===== src/rtl/lut_trig_pkg.sv =====
package lut_trig_pkg;
  localparam int TBL_IDX_W = 4;
  localparam int TBL_DEPTH = 1 << TBL_IDX_W;

  typedef struct packed {
    logic loadEn;
    logic sampleEn;
    logic armClr;
    logic firstSample;
  } trigStrobes_t;
endpackage


===== src/rtl/lut_trig_ctrl.sv =====
module lut_trig_ctrl
  import lut_trig_pkg::*;
(
  input  logic         clk,
  input  logic         rstN,
  input  logic         cfgValid,
  input  logic         armPulse,
  input  logic         sampleValid,
  output trigStrobes_t strobes
);
  logic firstReg;

  always_ff @(posedge clk) begin
    if (!rstN)
      firstReg <= 1'b1;
    else if (armPulse)
      firstReg <= 1'b1;
    else if (sampleValid)
      firstReg <= 1'b0;
  end

  always_comb begin
    strobes.loadEn      = cfgValid;
    strobes.armClr      = armPulse;
    strobes.sampleEn    = sampleValid & ~armPulse;
    strobes.firstSample = firstReg;
  end

  // arming marks the next accepted sample as the first one
  p_arm_sets_first_r7: assert property (@(posedge clk) disable iff (!rstN)
    armPulse |=> strobes.firstSample);

  // an accepted sample ends the first-sample window
  p_sample_ends_first_r7: assert property (@(posedge clk) disable iff (!rstN)
    (sampleValid && !armPulse) |=> !strobes.firstSample);
endmodule


===== src/rtl/lut_trig_datapath.sv =====
module lut_trig_datapath
  import lut_trig_pkg::*;
#(
  parameter int QUADS = 4,
  localparam int CHANNELS = 4 * QUADS,
  localparam int CFG_W = 4 * QUADS
)(
  input  logic                 clk,
  input  logic                 rstN,
  input  trigStrobes_t         strobes,
  input  logic [TBL_IDX_W-1:0] cfgIndex,
  input  logic [CFG_W-1:0]     cfgWord,
  input  logic [CHANNELS-1:0]  sample,
  output logic                 trigger
);
  localparam int SRC1_LO = QUADS;
  localparam int VAL_LO  = 2 * QUADS;
  localparam int GLUE_A  = 3 * QUADS;
  localparam int GLUE_B  = 3 * QUADS + 1;

  logic [QUADS-1:0][TBL_DEPTH-1:0] src0Tbl, src1Tbl, valTbl;
  logic [TBL_DEPTH-1:0] glueA, glueB;
  logic [QUADS-1:0] hit0, hit1, hitV;
  logic curM0, curM1, curMv;
  logic prevM0, prevM1;
  logic effPrev0, effPrev1;
  logic [TBL_IDX_W-1:0] glueIdx;
  logic glueHit;

  // table storage: one bit position of every table per write
  always_ff @(posedge clk) begin
    if (!rstN) begin
      src0Tbl <= '0;
      src1Tbl <= '0;
      valTbl  <= '0;
      glueA   <= '0;
      glueB   <= '0;
    end else if (strobes.loadEn) begin
      for (int q = 0; q < QUADS; q++) begin
        src0Tbl[q][cfgIndex] <= cfgWord[q];
        src1Tbl[q][cfgIndex] <= cfgWord[SRC1_LO + q];
        valTbl[q][cfgIndex]  <= cfgWord[VAL_LO + q];
      end
      glueA[cfgIndex] <= cfgWord[GLUE_A];
      glueB[cfgIndex] <= cfgWord[GLUE_B];
    end
  end

  // quad lookups
  for (genvar q = 0; q < QUADS; q++) begin : g_quad
    logic [TBL_IDX_W-1:0] quadIdx;
    assign quadIdx = sample[4*q +: 4];
    assign hit0[q] = src0Tbl[q][quadIdx];
    assign hit1[q] = src1Tbl[q][quadIdx];
    assign hitV[q] = valTbl[q][quadIdx];
  end

  assign curM0 = &hit0;
  assign curM1 = &hit1;
  assign curMv = &hitV;

  // edge history
  always_ff @(posedge clk) begin
    if (!rstN || strobes.armClr) begin
      prevM0 <= 1'b0;
      prevM1 <= 1'b0;
    end else if (strobes.sampleEn) begin
      prevM0 <= curM0;
      prevM1 <= curM1;
    end
  end

  assign effPrev0 = strobes.firstSample ? curM0 : prevM0;
  assign effPrev1 = strobes.firstSample ? curM1 : prevM1;
  assign glueIdx  = {curM1, effPrev1, curM0, effPrev0};
  assign glueHit  = glueA[glueIdx] | glueB[glueIdx];

  always_ff @(posedge clk) begin
    if (!rstN || strobes.armClr)
      trigger <= 1'b0;
    else
      trigger <= strobes.sampleEn & glueHit & curMv;
  end

  // a pulse always follows an accepted sample
  p_trig_after_sample_r5: assert property (@(posedge clk) disable iff (!rstN)
    trigger |-> $past(strobes.sampleEn));

  // a pulse requires the level qualifier on that sample
  p_trig_needs_level_r5: assert property (@(posedge clk) disable iff (!rstN)
    trigger |-> $past(curMv));

  // history holds across idle cycles
  p_prev_hold_r6: assert property (@(posedge clk) disable iff (!rstN)
    (!strobes.sampleEn && !strobes.armClr) |=> ($stable(prevM0) && $stable(prevM1)));

  // arming silences the output on the next cycle
  p_arm_clears_r7: assert property (@(posedge clk) disable iff (!rstN)
    strobes.armClr |=> !trigger);
endmodule


===== src/rtl/lut_trig_eval.sv =====
module lut_trig_eval
  import lut_trig_pkg::*;
#(
  parameter int QUADS = 4,
  localparam int CHANNELS = 4 * QUADS,
  localparam int CFG_W = 4 * QUADS
)(
  input  logic                 clk,
  input  logic                 rstN,
  input  logic                 cfgValid,
  input  logic [TBL_IDX_W-1:0] cfgIndex,
  input  logic [CFG_W-1:0]     cfgWord,
  input  logic                 armPulse,
  input  logic                 sampleValid,
  input  logic [CHANNELS-1:0]  sample,
  output logic                 trigger
);
  trigStrobes_t strobes;

  lut_trig_ctrl u_ctrl (
    .clk(clk), .rstN(rstN), .cfgValid(cfgValid),
    .armPulse(armPulse), .sampleValid(sampleValid), .strobes(strobes)
  );

  lut_trig_datapath #(.QUADS(QUADS)) u_dp (
    .clk(clk), .rstN(rstN), .strobes(strobes), .cfgIndex(cfgIndex),
    .cfgWord(cfgWord), .sample(sample), .trigger(trigger)
  );
endmodule


===== config.mk =====
export PLATFORM = sky130hd
export DESIGN_NAME = lut_trig_eval
export DESIGN_NICKNAME = d
export VERILOG_FILES = /design/src/rtl/lut_trig_pkg.sv /design/src/rtl/lut_trig_ctrl.sv /design/src/rtl/lut_trig_datapath.sv /design/src/rtl/lut_trig_eval.sv
export SDC_FILE = /design/constraint.sdc
export NUM_CORES = 1
export LEC_CHECK = 0
export ABC_AREA = 0
export BUFFER_PORTS_ARGS = -buffer_cell sky130_fd_sc_hd__buf_4
export CAP_MARGIN = 25
export CORE_MARGIN = 2
export CORE_UTILIZATION = 50
export CTS_CLUSTER_DIAMETER = 200
export DETAILED_ROUTE_END_ITERATION = 6
export PLACE_DENSITY = 0.67
export SYNTH_ARGS = -nofsm -noshare
export SYNTH_HDL_FRONTEND = slang
export SYNTH_HIERARCHICAL = 1
export SYNTH_SLANG_ARGS = --single-unit

===== constraint.sdc =====
create_clock -name clk -period 2.1 [get_ports clk]
set_clock_uncertainty 0.2 [all_clocks]
set_input_delay 0.21 -clock clk [delete_from_list [all_inputs] [get_ports clk]]
set_output_delay 0.21 -clock clk [all_outputs]
set_load 0.01 [all_outputs]

==> summary.txt, run 1 <==
Timing
  • Post-route minimum period: 2.14 ns
  • Final WS setup: -0.0368 ns
  • Slew @ Worst Pin: 0.578 ns
  • Final Max Tran Viols: 0
  • RSZ-0062 raised after global routing: true
  • Normalized max-slew margin: 0.615
  • Fin crit share: 1.02
  • Final Setup Violations: 1
  • Fin. Hold Viols: 0
  • Fmax: 468 MHz

Final layout
  • Layout cells sized above 1: 0.186
  • Antenna Cells: 0
  • Fill cell count: 1768
  • Post-route insts no fill: 1475
  • Final Cell Area: 12200 sq um
  • Multi-input logic area: 5390 sq um
  • Fin nets: 1228
  • Register area: between 4000 and 5000 sq um
  • Area growth from synthesis to layout: 17.8%

Global route
  • GRT overflow: 0
  • Initial antenna violation count: 0
  • GRT Total Usage: 0.279
  • Vias in the first global route: 7925
  • Largest net degree at the start of global routing: about 130
  • First-pass GRT wire length: 46800 microns

Clocking
  • Skew-Pair Late Insertion Delay: 0.52 ns
  • Maximum buffer depth of the clock tree: 3
  • Clock sink total: 228
  • CTS tree: done
  • CTS clk-pin slew, worst paths: 0.06 ns
  • H-Tree Depth: 1
  • Root Driver: clkbuf_16
  • Num CTS Buffers: 24

Floorplan
  • Die height: 148 microns
  • Die Footprint: 21800 sq um
  • CORE AREA: 20200 sq um
  • Row Count: 52
  • Initial Util: 0.511
  • Ports: 42
  • Die Span X: approximately 150 microns

Synthesis
  • Ys async rst share: 0
  • Commonest cells post-synth: nand2_1, dfxtp_1, a21boi_0, clkbuf_1, mux4_2
  • Top cell type's share of synthesized area: 0.442
  • Synth Register Bits: 228
  • Mean Syn Cell Area: roughly 9 sq um
  • Yosys warns: 6
  • Biggest area consumer among synthesized cells: dfxtp_1
  • Sequential share of the synthesized area: 0.442
  • Top_reg_cell synth: dfxtp_1
  • Most instantiated library cell after synthesis: nand2_1
  • EDFF count, synth: 0
  • Synth area leaders: dfxtp_1, nand2_1, a21boi_0
  • Synthesized net count: 1181
  • Number of library cell types mapped by synthesis: 36
  • Syn Inst Count: 1140
  • Synth Cell Area: 10300 sq um

Placed design
  • Placed Cells: 1412
  • Pre-CTS WS: -0.243 ns
  • HPWL after DPL: 19200 microns
  • Placed cell area: 11100 sq um
  • Final Wtd Congestion: between 0.8 and 0.9
  • Port Buffers: 39

Worst setup path
  • Crit path top cell by count: mux2i_1
  • Worst-path cell chain: mux4_2 > mux2i_1 > mux2i_1 > nand3_2 > or4_4 > a21oi_2 > a211oi_2
  • Crit path buf inv count: 0
  • Critical Path Max Stage Delay: around 0.55 ns
  • Crit Path Category: flop to flop
  • Critical path fanouts, max: 3
  • Worst setup SP type: flop
  • Worst r2r src: u_dp/src0Tbl[10]
  • Worst Setup End Kind: flop
  • CP required: about 2.3 ns
  • Arr. time, crit path: 2.32 ns
  • CP top delay family: simple AND/OR/NAND/NOR gates
  • Launch point of the worst path: u_dp/src0Tbl[10]
  • Slowest cell on crit path: or4_4

Power and ir drop
  • Worst vdd ir: 0.591 mV
  • Pwr Density: 779 nW/um^2
  • Pleak: approximately 4.1 nW

Run status
  • Failing checks: negative setup slack
  • Status: finished, violations left

Routing
  • Total Wirelength: 30500 microns
  • Initial DRC count: 695
  • Routed wire per std cell: about 21 microns
  • Vias/cell: 5.61
  • Antenna viol nets, final: 0
  • # DRC: 0
  • Via count: 8281
  • 1st-pass router iterations: 5

Hold path
  • Hold path startpoint: cfgIndex[0]
  • Hold Path Class: input pin to flop

Job
  • MaxCap Viol Count: 0
-- sequential cells by signal (all words and copies together) (netlist names) --
signal and flops:
u_dp/src0Tbl 64, u_dp/src1Tbl 64, u_dp/valTbl 64, u_dp/glueA 16, u_dp/glueB 16, u_ctrl/firstReg 1
u_dp/prevM0 1, u_dp/prevM1 1, u_dp/trigger 1
-- final timing paths --
path	slack, ns	cells past startpoint	endpoint
setup / recovery	-0.04	7	u_dp/trigger
hold / removal	0.08	5	u_dp/valTbl[52]
setup reg to reg	-0.04	7	u_dp/trigger
hold reg to reg	0.26	2	u_dp/glueA[14]
-- cell type report --
class                           count  share of cell area
Multi-Input combinational cell    808               0.443
Tap cell                          270              0.0278
Clock buffer                       36              0.0605
Sequential cell                   228               0.376
Timing Repair Buffer              124              0.0846
Clock inverter                      8             0.00761
Inverter                            1            0.000308
-- metrics by stage --
step | power (mW) | setup TNS [ns] | util | hold slack (ns)
CTS | 9.53 | -0.0130 | 0.600 | 0.0771
detailed placement | 5.12 | -0.468 | 0.549 | 0.226
global route | 9.79 | -0.0847 | 0.602 | 0.110
floorplan | 4.89 | 0 | - | 0.0931
finish | 9.48 | -0.0368 | 0.602 | 0.0846
global placement | 5.11 | -0.355 | 0.549 | 0.221
-- metal layers --
| metal | up-vias | global-route usage | routed length [microns] |
|---|---|---|---|
| li1 | 3926 | - | - |
| met1 | 4024 | 0.377 | 13200 |
| met2 | 273 | 0.464 | 14600 |
| met3 | 58 | 0.0426 | 1820 |
| met4 | 0 | 0.0894 | 848 |
| met5 | - | 0 | 0 |
-- power breakdown --
group	total, mW	internal, mW	switching [mW]	leakage [nW]
logic	0.650	0.289	0.361	1.89
clock network	4.41	2.67	1.75	0.411
registers	4.41	4.38	0.0317	1.85
-- logic make-up after synthesis --
kind of cell    Yosys count  share of synthesized area
flops                   228                      0.442
buf+inv                 104                     0.0425
simple gates            502                      0.198
mux                      95                      0.166
compound gates          211                      0.152
-- what timing repair did --
action,in CTS,in global routing
endpoints found under the hold margin,228,0
pin swaps,6,4
endpoints found under the setup margin,1,2
hold buffers,18,0
gates resized for setup,8,18
setup buffers,1,0
-- tightest hold or removal path, stage by stage --
cell      delay, ns
buf_4          0.19
nor3_2         0.07
buf_4          0.15
nand2_1        0.06
a21boi_0       0.06
-- layout by cell type, fill, tap and decap left out, types with 5 or more instances in the layout --
cell type / Yosys / layout
mux2i_1: 38 / 37
nand2_1: 407 / 407
a21boi_0: 195 / 195
dlygate4sd3_1: 0 / 18
nor2b_1: 33 / 33
mux4_2: 44 / 46
nand2b_1: 6 / 6
nor3_1: 9 / 5
nor2_1: 28 / 24
clkbuf_8: 0 / 7
mux4_1: 13 / 11
clkbuf_16: 0 / 25
dfxtp_2: 0 / 14
clkinv_2: 0 / 5
buf_4: 3 / 101
dfxtp_1: 228 / 214
(Power assumes the default switching activity.)
==> run 2: changes to the inputs <==
- SYNTH_HIERARCHICAL: 1 -> unset
==> summary.txt, run 2 <==
Clocking
  • CTS tree: done (unchanged)
  • Skew-Pair Late Insertion Delay: 0.52 ns (about the same)
  • H-Tree Depth: 1 (unchanged)
  • Root Driver: clkbuf_16 (unchanged)
  • Num CTS Buffers: 25 (was 24)
  • CTS clk-pin slew, worst paths: 0.06 ns (about the same)
  • Maximum buffer depth of the clock tree: 3 (unchanged)
  • Clock sink total: 228 (unchanged)

Synthesis
  • EDFF count, synth: 0 (unchanged)
  • Yosys warns: 0 (was 6)
  • Most instantiated library cell after synthesis: nand2_1 (unchanged)
  • Biggest area consumer among synthesized cells: dfxtp_1 (unchanged)
  • Mean Syn Cell Area: 8.78 sq um (was 9.07 sq um)
  • Sequential share of the synthesized area: 0.436 (was 0.442)
  • Ys async rst share: 0 (unchanged)
  • Synthesized net count: 1232 (was 1181)
  • Syn Inst Count: 1191 (was 1140)
  • Synth Cell Area: 10500 sq um (was 10300 sq um)
  • Synth Register Bits: 228 (unchanged)
  • Top_reg_cell synth: dfxtp_1 (unchanged)
  • Top cell type's share of synthesized area: 0.436 (was 0.442)
  • Commonest cells post-synth: nand2_1, dfxtp_1, a21boi_0, clkbuf_1, mux4_2 (unchanged)
  • Synth area leaders: dfxtp_1, nand2_1, a21boi_0 (unchanged)
  • Number of library cell types mapped by synthesis: 36 (unchanged)

Final layout
  • Register area: 4580 sq um (unchanged)
  • Multi-input logic area: 5510 sq um (was 5390 sq um)
  • Area growth from synthesis to layout: 20.0% (was 17.8%)
  • Layout cells sized above 1: 0.199 (was 0.186)
  • Most frequent cells in the layout: nand2_1, a21boi_0, dfxtp_1 (was nand2_1, dfxtp_1, a21boi_0)
  • Fill cell count: 1670 (was 1768)
  • Fin nets: 1295 (was 1228)
  • Commonest non-fill, non-tap cell in the layout: nand2_1 (unchanged)
  • Layout Utilization: 0.617 (was 0.602)
  • Top flop regs: u_dp.src0Tbl (64), u_dp.src1Tbl (64), u_dp.valTbl (64) (was u_dp/src0Tbl (64), u_dp/src1Tbl (64), u_dp/valTbl (64))
  • Antenna Cells: 0 (unchanged)

Run status
  • Status: finished, violations left (unchanged)
  • Failing checks: negative setup slack (unchanged)

Timing
  • Final WS setup: -0.260 ns (was -0.0368 ns)
  • Post-route minimum period: 2.36 ns (was 2.14 ns)
  • Fin crit share: 1.12 (was 1.02)
  • Setup_tns: -0.260 ns (was -0.0368 ns)
  • RSZ-0062 raised after global routing: true (unchanged)
  • Fin. Hold Viols: 0 (unchanged)
  • Final Max Tran Viols: 0 (unchanged)
  • Fmax: 424 MHz (was 468 MHz)
  • Final hold slack: 0.0149 ns (was 0.0846 ns)
  • Normalized max-slew margin: 0.662 (was 0.615)
  • Final Setup Violations: 1 (unchanged)
  • Slew @ Worst Pin: 0.504 ns (was 0.578 ns)

Global route
  • GRT Total Usage: 0.288 (was 0.279)
  • Largest net degree at the start of global routing: 106 (was 125)
  • Initial antenna violation count: 0 (unchanged)
  • First-pass GRT wire length: 48500 microns (was 46800 microns)
  • Vias in the first global route: 8281 (was 7925)
  • GRT overflow: 0 (unchanged)

Worst setup path
  • Slowest cell on crit path: mux4_2 (was or4_4)
  • CP required: 2.31 ns (was 2.29 ns)
  • Crit Path Category: flop to flop (unchanged)
  • Critical path fanouts, max: 6 (was 3)
  • Reg2Reg Depth: 8 (was 7)
  • Worst setup SP type: flop (unchanged)
  • Arr. time, crit path: 2.57 ns (was 2.32 ns)
  • Crit path top cell by count: mux2i_2 (was mux2i_1)
  • Critical Path Max Stage Delay: 0.48 ns (was 0.55 ns)
  • Worst-path cell chain: mux4_2 > mux2i_2 > mux2i_2 > and4_4 > mux2i_4 > o311ai_1 > o221ai_2 > a21oi_1 (was mux4_2 > mux2i_1 > mux2i_1 > nand3_2 > or4_4 > a21oi_2 > a211oi_2)
  • Worst Setup End Kind: flop (unchanged)

Floorplan
  • Die Span X: 149 microns (was 148 microns)
  • Initial Util: 0.514 (was 0.511)
  • Ports: 42 (unchanged)
  • Die height: 149 microns (was 148 microns)
  • CORE AREA: 20400 sq um (was 20200 sq um)
  • Die Footprint: 22100 sq um (was 21800 sq um)
  • Row Count: 52 (unchanged)

Routing
  • Antenna viol nets, final: 0 (unchanged)
  • 1st-pass router iterations: 5 (unchanged)
  • Initial DRC count: 874 (was 695)
  • Via count: 8788 (was 8281)
  • Vias/cell: 5.70 (was 5.61)
  • Total Wirelength: 31700 microns (was 30500 microns)
  • # DRC: 0 (unchanged)
  • Routed wire per std cell: 20.6 microns (was 20.7 microns)

Placed design
  • Port Buffers: 39 (unchanged)
  • Pre-CTS WS: -0.509 ns (was -0.243 ns)
  • Final Wtd Congestion: 0.893 (was 0.860)
  • HPWL after DPL: 20200 microns (was 19200 microns)

Power and ir drop
  • Pleak: 4.39 nW (was 4.14 nW)
  • Worst vdd ir: 0.511 mV (was 0.591 mV)
  • Pwr Density: 781 nW/um^2 (was 779 nW/um^2)
  • Total power: 9.81 mW (was 9.48 mW)

Job
  • MaxCap Viol Count: 0 (unchanged)

Hold path
  • Hold Path Depth: 3 (was 5)
  • Hold Path Class: input pin to flop (unchanged)
==> run 2: path summary, 6_finish.rpt <==
kind | end | from | slack (ns)
min reg2reg | u_dp.src1Tbl[42] | u_dp.src1Tbl[42] | 0.26
max reg2reg | u_dp.trigger | u_dp.src1Tbl[21] | -0.26
min | u_dp.glueB[13] | rstN | 0.01
max | u_dp.trigger | u_dp.src1Tbl[21] | -0.26
==> run 2: routing by layer <==
layer / GRT usage / part of all wire
met1: 0.410 / 0.43
met2: 0.453 / 0.46
met3: 0.0439 / 0.084
met4: 0.0933 / 0.029
met5: 0 / 0
==> run 2: metrics by stage <==
stage               cells  cell area, sq um
floorplan            1191             10500
global placement     1477             11400
detailed placement   1477             11400
CTS                  1540             12500
global route         1541             12600
finish               1541             12600
==> run 2: cell families after synthesis <==
group	after synthesis	share of synthesized area
simple gates	530	0.200
compound gates	243	0.175
flops	228	0.436
buf+inv	115	0.0464
mux	75	0.142
==> run 2: repair_timing <==
action,4_1_cts,5_1_grt
buffers inserted,3,1
endpoints found under the setup margin,1,3
hold buffers,17,0
pin swaps,10,1
resized for setup,26,9
endpoints found under the hold margin,228,0
==> run 2: report_power, final <==
group          internal, mW  total (mW)  switching, mW
registers              4.38        4.41         0.0307
logic                 0.302       0.688          0.386
clock network          2.95        4.71           1.76
==> run 2: area by class of cell <==
class                      count  share of cell area
inverter                       2            0.000598
tap                          270              0.0269
multi-input combinational    848               0.439
sequential                   228               0.365
clock buffer                  37              0.0598
timing repair buffer         149              0.0980
clock inverter                 7              0.0110
==> run 2: critical path: cells and delay by family (launching register included) <==
| family | cells | cell delay [ns] |
|---|---|---|
| AND/OR/NAND/NOR | 1 | 0.25 |
| AO/OA/AOI/OAI | 3 | 0.44 |
| multiplexers | 4 | 1.04 |
| flip-flops | 1 | 0.31 |
==> run 3: changes to the inputs <==
- CORE_UTILIZATION: 50 -> 60
- PLACE_DENSITY: 0.67 -> 0.78
==> summary.txt, run 3 (same netlist as run 2, synthesis figures left out) <==
Run status
  • Status: finished, violations left (unchanged)
  • Failing checks: negative setup slack (unchanged)

Timing
  • Slew @ Worst Pin: 0.520 ns (was 0.504 ns)
  • Fmax: 421 MHz (was 424 MHz)
  • Final Setup Violations: 1 (unchanged)
  • RSZ-0062 raised after global routing: true (unchanged)
  • Final Max Tran Viols: 0 (unchanged)
  • Normalized max-slew margin: 0.651 (was 0.662)
  • Fin crit share: 1.13 (was 1.12)
  • Final WS setup: -0.277 ns (was -0.260 ns)
  • Post-route minimum period: 2.38 ns (was 2.36 ns)
  • Fin. Hold Viols: 0 (unchanged)

Worst setup path
  • Critical Path End: u_dp.trigger (unchanged)
  • CP required: 2.34 ns (was 2.31 ns)
  • Reg2Reg Setup Slack: -0.28 ns (was -0.26 ns)
  • Arr. time, crit path: 2.62 ns (was 2.57 ns)
  • RR Endpoint: u_dp.trigger (unchanged)
  • Worst Setup End Kind: flop (unchanged)
  • Launch point of the worst path: u_dp.src1Tbl[27] (was u_dp.src1Tbl[21])
  • Reg2Reg Depth: 8 (unchanged)
  • Critical path fanouts, max: 6 (unchanged)
  • Worst setup SP type: flop (unchanged)
  • Worst r2r src: u_dp.src1Tbl[27] (was u_dp.src1Tbl[21])
  • Crit Path Category: flop to flop (unchanged)

Global route
  • Largest net degree at the start of global routing: 78 (was 106)
  • Vias in the first global route: 8563 (was 8281)
  • GRT Total Usage: 0.333 (was 0.288)
  • Initial antenna violation count: 0 (unchanged)
  • GRT overflow: 0 (unchanged)
  • First-pass GRT wire length: 47000 microns (was 48500 microns)

Placed design
  • Port Buffers: 39 (unchanged)
  • Placed cell area: 11300 sq um (was 11400 sq um)
  • HPWL after DPL: 19700 microns (was 20200 microns)
  • Final Wtd Congestion: 0.928 (was 0.893)

Job
  • MaxCap Viol Count: 0 (unchanged)

Power and ir drop
  • Internal power: 7.06 mW (was 7.63 mW)
  • Seq pwr share: 0.481 (was 0.450)
  • Clock power share: 0.445 (was 0.480)
  • Logic pwr share: 0.074 (was 0.070)
  • Worst vdd ir: 0.683 mV (was 0.511 mV)
  • P_sw: 2.10 mW (was 2.18 mW)
  • Pwr Density: 744 nW/um^2 (was 781 nW/um^2)
  • Switch share: 0.230 (was 0.222)
  • Pleak: 4.30 nW (was 4.39 nW)

Final layout
  • Fill cell count: 1326 (was 1670)
  • Commonest non-fill, non-tap cell in the layout: nand2_1 (unchanged)
  • Top flop regs: u_dp.src0Tbl (64), u_dp.src1Tbl (64), u_dp.valTbl (64) (unchanged)
  • Final Cell Area: 12300 sq um (was 12600 sq um)
  • Layout Utilization: 0.717 (was 0.617)
  • Area growth from synthesis to layout: 17.8% (was 20.0%)
  • Fin nets: 1290 (was 1295)
  • Layout cells sized above 1: 0.192 (was 0.199)
  • Most frequent cells in the layout: nand2_1, a21boi_0, dfxtp_1 (unchanged)
  • Antenna Cells: 0 (unchanged)

Floorplan
  • Ports: 42 (unchanged)
  • Initial Util: 0.609 (was 0.514)
  • Die Span X: 136 microns (was 149 microns)
  • Die height: 136 microns (was 149 microns)
  • Row Count: 48 (was 52)
  • Die Footprint: 18500 sq um (was 22100 sq um)
  • CORE AREA: 17200 sq um (was 20400 sq um)

Hold path
  • Hold path startpoint: cfgIndex[1] (was rstN)
  • Hold Path Class: input pin to flop (unchanged)

Routing
  • 1st-pass router iterations: 5 (unchanged)
  • Via count: 8959 (was 8788)
  • Vias/cell: 6.02 (was 5.70)
  • Initial DRC count: 1005 (was 874)
  • # DRC: 0 (unchanged)
  • Routed wire per std cell: 20.4 microns (was 20.6 microns)
  • Antenna viol nets, final: 0 (unchanged)
  • Total Wirelength: 30400 microns (was 31700 microns)

Clocking
  • Maximum buffer depth of the clock tree: 3 (unchanged)
  • Root Driver: clkbuf_16 (unchanged)
  • Skew-Pair Late Insertion Delay: 0.53 ns (was 0.52 ns)
  • CTS clk-pin slew, worst paths: 0.07 ns (was 0.06 ns)
  • Clock sink total: 228 (unchanged)
  • Num CTS Buffers: 23 (was 25)
  • CTS tree: done (unchanged)
  • H-Tree Depth: 1 (unchanged)
==> run 3: worst min-delay path by stage <==
stage                     slack [ns]  depth (start not counted)               end
after CTS                       0.02                          5   u_dp.valTbl[24]
final                           0.03                          5   u_dp.valTbl[24]
after global placement          0.24                          3   u_ctrl.firstReg
after detailed placement        0.25                          2  u_dp.src0Tbl[28]
after global routing            0.05                          5     u_dp.glueB[8]
after floorplan                 0.11                          1   u_ctrl.firstReg
==> run 3: layout make-up <==
type                       instances  area [sq um]  share of cell area
sequential                       228          4580               0.372
clock buffer                      35           691              0.0561
timing repair buffer             146          1210              0.0980
clock inverter                     5          53.8             0.00437
inverter                           2          7.51            0.000609
multi-input combinational        848          5500               0.446
tap                              225           282              0.0228
==> run 3: repair_timing <==
action                                  CTS  global route
pin swaps                                 9             2
hold endpoints to repair                228             0
buffers inserted                          2             0
hold buffers                             18             0
gates resized for setup                  32             2
endpoints found under the setup margin    2             2
==> run 3: critical path, stage by stage (launching register included) <==
cell and delay, ns:
dfxtp_1 0.35, mux4_2 0.25, mux2i_2 0.07, mux2i_2 0.27, and4_4 0.32, mux2i_4 0.11, a2111o_1 0.36, a41o_1 0.25
a21oi_1 0.12
==> run 3: power groups by stage <==
stage                     Clock, mW  Sequential (mW)  Combinational, mW
after floorplan                   0             4.49              0.408
after global placement            0             4.50              0.624
after detailed placement          0             4.50              0.631
after CTS                      4.10             4.41              0.668
after global routing           4.27             4.41              0.719
final                          4.07             4.41              0.678
==> run 3: per-stage QoR <==
| stage | power [mW] | TNS (ns) | hold WS [ns] | setup WS [ns] | cells |
|---|---|---|---|---|---|
| finish | 9.16 | -0.277 | 0.0266 | -0.277 | 1489 |
| global route | 9.41 | -0.346 | 0.0514 | -0.323 | 1489 |
| CTS | 9.18 | -0.229 | 0.0159 | -0.229 | 1489 |
| detailed placement | 5.14 | -0.796 | 0.252 | -0.552 | 1430 |
| global placement | 5.13 | -0.622 | 0.236 | -0.486 | 1430 |
| floorplan | 4.90 | -0.132 | 0.110 | -0.132 | 1191 |
==> run 3: metal layers <==
metal / part of all wire / track usage / up-vias
met5: 0 / 0 / -
met4: 0.053 / 0.167 / 0
met3: 0.093 / 0.0604 / 115
met2: 0.45 / 0.521 / 462
met1: 0.40 / 0.444 / 4258
li1: - / - / 4124
